$ cat config.mk
export PLATFORM = sky130hd
export DESIGN_NAME = gpio_irq_detect
export DESIGN_NICKNAME = d
export VERILOG_FILES = /design/src/rtl/gpio_irq_pkg.sv /design/src/rtl/gpio_irq_ctrl.sv /design/src/rtl/gpio_irq_line.sv /design/src/rtl/gpio_irq_datapath.sv /design/src/rtl/gpio_irq_detect.sv
export SDC_FILE = /design/constraint.sdc
export NUM_CORES = 1
export LEC_CHECK = 0
export BUFFER_PORTS_ARGS = -buffer_cell sky130_fd_sc_hd__buf_2
export CAP_MARGIN = 30
export CORE_MARGIN = 8
export CORE_UTILIZATION = 60
export DETAILED_ROUTE_END_ITERATION = 10
export PLACE_DENSITY = 0.81
export SETUP_SLACK_MARGIN = 0.05
export SLEW_MARGIN = 20
export SYNTH_ARGS = -nofsm -noshare
export SYNTH_HDL_FRONTEND = slang
export SYNTH_SLANG_ARGS = --single-unit
$ cat constraint.sdc
create_clock -name clk -period 5.3 [get_ports clk]
set_input_delay 1.06 -clock clk [delete_from_list [all_inputs] [get_ports clk]]
set_output_delay 1.06 -clock clk [all_outputs]
set_load 0.01 [all_outputs]
$ cat src/rtl/gpio_irq_pkg.sv
package gpio_irq_pkg;

  localparam logic [7:0] OFF_ENABLE = 8'h30;
  localparam logic [7:0] OFF_MASK   = 8'h34;
  localparam logic [7:0] OFF_TYPE   = 8'h38;
  localparam logic [7:0] OFF_POL    = 8'h3C;
  localparam logic [7:0] OFF_STATUS = 8'h40;
  localparam logic [7:0] OFF_RAW    = 8'h44;
  localparam logic [7:0] OFF_ACK    = 8'h4C;

  typedef enum logic [2:0] {
    RD_NONE,
    RD_ENABLE,
    RD_MASK,
    RD_TYPE,
    RD_POL,
    RD_STATUS,
    RD_RAW
  } rdSel_e;

  typedef struct packed {
    logic   wrEnable;
    logic   wrMask;
    logic   wrType;
    logic   wrPol;
    logic   wrAck;
    rdSel_e rdSel;
  } ctrlStrobes_t;

endpackage

$ cat src/rtl/gpio_irq_ctrl.sv
module gpio_irq_ctrl
  import gpio_irq_pkg::*;
#(
  parameter int ADDR_W = 8
) (
  input  logic              regWrEn,
  input  logic [ADDR_W-1:0] regAddr,
  output ctrlStrobes_t      strobes
);

  // Address decode: one write strobe per writable register, one read select.
  always_comb begin
    strobes = '0;
    strobes.rdSel = RD_NONE;
    case (regAddr)
      ADDR_W'(OFF_ENABLE): begin strobes.wrEnable = regWrEn; strobes.rdSel = RD_ENABLE; end
      ADDR_W'(OFF_MASK):   begin strobes.wrMask   = regWrEn; strobes.rdSel = RD_MASK;   end
      ADDR_W'(OFF_TYPE):   begin strobes.wrType   = regWrEn; strobes.rdSel = RD_TYPE;   end
      ADDR_W'(OFF_POL):    begin strobes.wrPol    = regWrEn; strobes.rdSel = RD_POL;    end
      ADDR_W'(OFF_STATUS): strobes.rdSel = RD_STATUS;
      ADDR_W'(OFF_RAW):    strobes.rdSel = RD_RAW;
      ADDR_W'(OFF_ACK):    strobes.wrAck = regWrEn;
      default:             strobes.rdSel = RD_NONE;
    endcase
  end

endmodule

$ cat src/rtl/gpio_irq_line.sv
module gpio_irq_line (
  input  logic clk,
  input  logic rstN,
  input  logic pin,
  input  logic enable,
  input  logic edgeMode,
  input  logic polHigh,
  input  logic ackClr,
  output logic rawOut
);

  logic pinPrev;
  logic edgeLatch;
  logic edgeSeen;
  logic levelActive;

  always_ff @(posedge clk or negedge rstN) begin
    if (!rstN) pinPrev <= 1'b0;
    else       pinPrev <= pin;
  end

  assign edgeSeen    = polHigh ? (pin & ~pinPrev) : (~pin & pinPrev);
  assign levelActive = polHigh ? pin : ~pin;

  // A new edge takes priority over an acknowledge in the same cycle.
  always_ff @(posedge clk or negedge rstN) begin
    if (!rstN)                   edgeLatch <= 1'b0;
    else if (!enable || !edgeMode) edgeLatch <= 1'b0;
    else if (edgeSeen)           edgeLatch <= 1'b1;
    else if (ackClr)             edgeLatch <= 1'b0;
  end

  assign rawOut = enable & (edgeMode ? edgeLatch : levelActive);

endmodule

$ cat src/rtl/gpio_irq_datapath.sv
module gpio_irq_datapath
  import gpio_irq_pkg::*;
#(
  parameter int NUM_LINES = 32,
  parameter int DATA_W    = 32
) (
  input  logic                 clk,
  input  logic                 rstN,
  input  logic [NUM_LINES-1:0] pinIn,
  input  logic [NUM_LINES-1:0] wdLines,
  input  ctrlStrobes_t         strobes,
  output logic [DATA_W-1:0]    regRdata,
  output logic                 irqOut,
  output logic [NUM_LINES-1:0] enableVec,
  output logic [NUM_LINES-1:0] maskVec,
  output logic [NUM_LINES-1:0] typeVec,
  output logic [NUM_LINES-1:0] polVec,
  output logic [NUM_LINES-1:0] rawVec,
  output logic [NUM_LINES-1:0] statusVec
);

  logic [NUM_LINES-1:0] ackVec;

  always_ff @(posedge clk or negedge rstN) begin
    if (!rstN) begin
      enableVec <= '0;
      maskVec   <= '0;
      typeVec   <= '0;
      polVec    <= '0;
    end else begin
      if (strobes.wrEnable) enableVec <= wdLines;
      if (strobes.wrMask)   maskVec   <= wdLines;
      if (strobes.wrType)   typeVec   <= wdLines;
      if (strobes.wrPol)    polVec    <= wdLines;
    end
  end

  assign ackVec = strobes.wrAck ? wdLines : '0;

  for (genvar g = 0; g < NUM_LINES; g++) begin : gLine
    gpio_irq_line u_line (
      .clk      (clk),
      .rstN     (rstN),
      .pin      (pinIn[g]),
      .enable   (enableVec[g]),
      .edgeMode (typeVec[g]),
      .polHigh  (polVec[g]),
      .ackClr   (ackVec[g]),
      .rawOut   (rawVec[g])
    );
  end

  assign statusVec = rawVec & ~maskVec;

  always_ff @(posedge clk or negedge rstN) begin
    if (!rstN) irqOut <= 1'b0;
    else       irqOut <= |statusVec;
  end

  always_comb begin
    case (strobes.rdSel)
      RD_ENABLE: regRdata = DATA_W'(enableVec);
      RD_MASK:   regRdata = DATA_W'(maskVec);
      RD_TYPE:   regRdata = DATA_W'(typeVec);
      RD_POL:    regRdata = DATA_W'(polVec);
      RD_STATUS: regRdata = DATA_W'(statusVec);
      RD_RAW:    regRdata = DATA_W'(rawVec);
      default:   regRdata = '0;
    endcase
  end

endmodule

$ cat src/rtl/gpio_irq_detect.sv
module gpio_irq_detect
  import gpio_irq_pkg::*;
#(
  parameter int NUM_LINES = 32,
  parameter int DATA_W    = 32,
  parameter int ADDR_W    = 8
) (
  input  logic                 clk,
  input  logic                 rstN,
  input  logic [NUM_LINES-1:0] pinIn,
  input  logic                 regWrEn,
  input  logic [ADDR_W-1:0]    regAddr,
  input  logic [DATA_W-1:0]    regWdata,
  output logic [DATA_W-1:0]    regRdata,
  output logic                 irqOut
);

  ctrlStrobes_t         strobes;
  logic [NUM_LINES-1:0] enableVec;
  logic [NUM_LINES-1:0] maskVec;
  logic [NUM_LINES-1:0] typeVec;
  logic [NUM_LINES-1:0] polVec;
  logic [NUM_LINES-1:0] rawVec;
  logic [NUM_LINES-1:0] statusVec;

  gpio_irq_ctrl #(.ADDR_W(ADDR_W)) u_ctrl (
    .regWrEn (regWrEn),
    .regAddr (regAddr),
    .strobes (strobes)
  );

  gpio_irq_datapath #(.NUM_LINES(NUM_LINES), .DATA_W(DATA_W)) u_dp (
    .clk       (clk),
    .rstN      (rstN),
    .pinIn     (pinIn),
    .wdLines   (regWdata[NUM_LINES-1:0]),
    .strobes   (strobes),
    .regRdata  (regRdata),
    .irqOut    (irqOut),
    .enableVec (enableVec),
    .maskVec   (maskVec),
    .typeVec   (typeVec),
    .polVec    (polVec),
    .rawVec    (rawVec),
    .statusVec (statusVec)
  );

endmodule

==> summary.md <==
| Metric | Value |
|---|---|
| Critical path cell sequence | buf_2, nor2b_2, buf_4, a22oi_1, o21ai_0, buf_2 |
| Post-route DRC | 0 |
| Hold Slack | 527 ps |
| Synth Flop Type | dfrtp_1 |
| Status | finished, final reports clean |
| Tot Pwr | ~3.2 mW |
| Chip width | 145 um |
| CTS tree | yes |
| Footprint of the multi-input gates | ~0.0050 mm^2 |
| Die area | between 0.02 and 0.025 mm^2 |
| Req. time, crit path | 4240 ps |
| Fin crit period | around 4000 ps |
| Max-slew headroom | 0.447 |
| Critical R2R Capture | u_dp.irqOut |
| CP most frequent cell | buf_2 |
| Synthesized Nets | 1057 |
| Sequential Area | 0.00483 mm^2 |
| Clock Path Buffers | 2 |
| Max Cap Viol | 0 |
| Syn Area/Cell | 10.1 um^2 |
| Initial DRT Pass Iterations | 5 |
| Via density | 6.36 |
| Grt total ovfl | 0 |
| Pin count of the biggest net entering global routing | around 110 |
| Vias | 8344 |
| CTS clk-pin slew, worst paths | 70 ps |
| Avg WL per Cell | 20.8 um |
| GRT Total Usage | 0.272 |
| Die Y | between 100 and 150 um |
| VDD IR max | 0.239 mV |
| Commonest non-fill, non-tap cell in the layout | dfrtp_1 |
| Port Buffer Count | 107 |
| CTS root buf | clkbuf_16 |
| Post-CTS setup buffers | 0 |
| Most frequent cells in the layout | 193 x dfrtp_1, 152 x mux2_2, 110 x nor2_1, 106 x nand2_1, 106 x buf_2 |
| Worst-skew pair later-pin latency | around 430 ps |
| Sum Neg Setup Slack | 0 ps |
| Synth Cell Area | 0.00996 mm^2 |
| Initial antenna violation count | 2 |
| First-pass GRT wire length | 44000 um |
| LEAKAGE | between 5 and 6 nW |
| Cells after Synth | just under 1000 |
| Synth async-reset ratio | 1.00 |
| Initial core utilization | 0.607 |
| Register area share after synthesis | 0.485 |
| Vias in the first global route | 8401 |
| Slew Limit Fails | 0 |
| Fmax | 251 MHz |
| Skew final | 7.37 ps |
| Final core utilization | 0.691 |
| Place WS | about 1400 ps |
| Yosys cell types | 38 |
| Synth-to-layout area growth | 13.9% |
| RR Startpoint | u_dp.polVec[12] |
| Worst setup margin | 1320 ps |
| HP Class | flip-flop to flip-flop |
| Final WL | 27300 um |
| GP Congestion | 0.876 |
| Slew @ Worst Pin | 830 ps |
| Register-to-register path setup slack | 3020 ps |
| Fin crit share | 0.752 |
| Hold Path Depth | 2 |
| Share of layout cells above drive strength 1 | 0.301 |
| Final setup vio count | 0 |
| CP max FO | 26 |
| Antenna violation net count after detailed routing | 0 |
| Class of the most critical setup path | input port to output pin |
| Nets | approximately 1200 |
| Hold_buf cts | 0 |
| Worst reg2reg path depth | 6 |
| Crit path max-delay cell type | buf_4 |
| CP peak stage delay | 440 ps |
| Post-DP HPWL | 18100 um |
| Hold Startpoint | u_dp.gLine[25].u_line.pinPrev |
| IO Pins | about 110 |
| CTS Sinks | roughly 190 |
| DRT iter0 DRCs | just over 900 |
| Power per cell area | 278 mW/mm^2 |
| Fill count | between 1000 and 1500 |
| Critical Path End Type | output pin |
| Type of origin of the critical path | input port |
| Final hold violation count | 0 |
| Core Box Area | 0.0164 mm^2 |
| H-tree Lvls | 4 |
| Ys Warns | 0 |
| Total CTS buffers | 17 |
| CP Launch Point | regAddr[3] |
| WP data arrival | 2920 ps |
| Num rows | 47 |
| # resized after CTS | 0 |
| RSZ-0062 raised after global routing | no |
| Worst Hold End | u_dp.gLine[25].u_line.edgeLatch |
| Number of flops mapped to enable cells by yosys | 0 |
| Synthesized flop and latch total | 193 |
cell usage after synthesis (2+ instances only):
library cell,count,area share
nor4b_1,10,0.0088
or4_1,3,0.0023
clkbuf_1,26,0.0098
buf_2,9,0.0045
a21oi_1,50,0.025
o21ai_0,69,0.035
nor2b_1,41,0.026
dfrtp_1,193,0.49
and3_1,2,0.0013
nand4_1,12,0.0075
nand2_1,106,0.040
nand4b_1,17,0.015
mux2_2,152,0.17
nand3b_1,7,0.0053
nor2_1,112,0.042
nand3_1,10,0.0050
or2_2,22,0.014
buf_1,6,0.0023
inv_1,5,0.0019
xor2_1,11,0.0097
a22oi_1,35,0.026
a311oi_1,2,0.0018
a31oi_1,3,0.0019
nor3_1,34,0.017
a221oi_1,32,0.028
cells by family after synthesis:
family                 synth area share
AO/OA/AOI/OAI                     0.121
XOR/XNOR                         0.0106
buffers and inverters            0.0185
flip-flops                        0.485
multiplexers                      0.176
AND/OR/NAND/NOR                   0.188
worst max-delay path: cells and delay by family:
| kind | cells | cell delay (ps) |
|---|---|---|
| buffers and inverters | 3 | 970 |
| AOI/OAI and AO/OA | 2 | 440 |
| and+or+nand+nor | 1 | 430 |
routing by layer:
layer | global-route usage | vias to the layer above | part of all wire
li1 | - | 3757 | -
met1 | 0.352 | 4130 | 0.41
met2 | 0.440 | 387 | 0.48
met3 | 0.0502 | 68 | 0.078
met4 | 0.119 | 2 | 0.028
met5 | 0 | - | 0.00037
state kept, by name, summed over array words and instances, names as in the netlist:
signal	count
u_dp.enableVec	32
u_dp.gLine.u_line.pinPrev	32
u_dp.irqOut	1
u_dp.typeVec	32
u_dp.maskVec	32
u_dp.gLine.u_line.edgeLatch	32
u_dp.polVec	32
worst max path at each step:
stage | to | slack (ps) | depth (start not counted)
3_5_place_dp | regRdata[13] | 1370 | 8
2_1_floorplan | regRdata[17] | 1830 | 6
3_3_place_gp | regRdata[5] | 1390 | 6
6_report | regRdata[0] | 1320 | 6
5_1_grt | regRdata[3] | 1120 | 8
4_1_cts | regRdata[0] | 1350 | 6
cell type report:
| cell class | count | area share |
|---|---|---|
| antenna | 1 | 0.000221 |
| clock buffer | 23 | 0.0421 |
| clock inverter | 6 | 0.00728 |
| inverter | 5 | 0.00166 |
| multi-input combinational | 743 | 0.438 |
| sequential | 193 | 0.426 |
| tap | 220 | 0.0243 |
| timing repair buffer | 121 | 0.0606 |
where the power goes:
part           internal, mW  switching [mW]  total (mW)
Clock                 0.722           0.524        1.25
Combinational         0.134           0.166       0.300
Sequential             1.54          0.0698        1.61
stage by stage:
step,cells,instance area [um^2]
2_1_floorplan,982,9960
3_3_place_gp,1281,10800
3_5_place_dp,1282,10800
4_1_cts,1311,11300
5_1_grt,1312,11300
6_report,1312,11300
No activity file was read; power rests on OpenSTA's default activity.
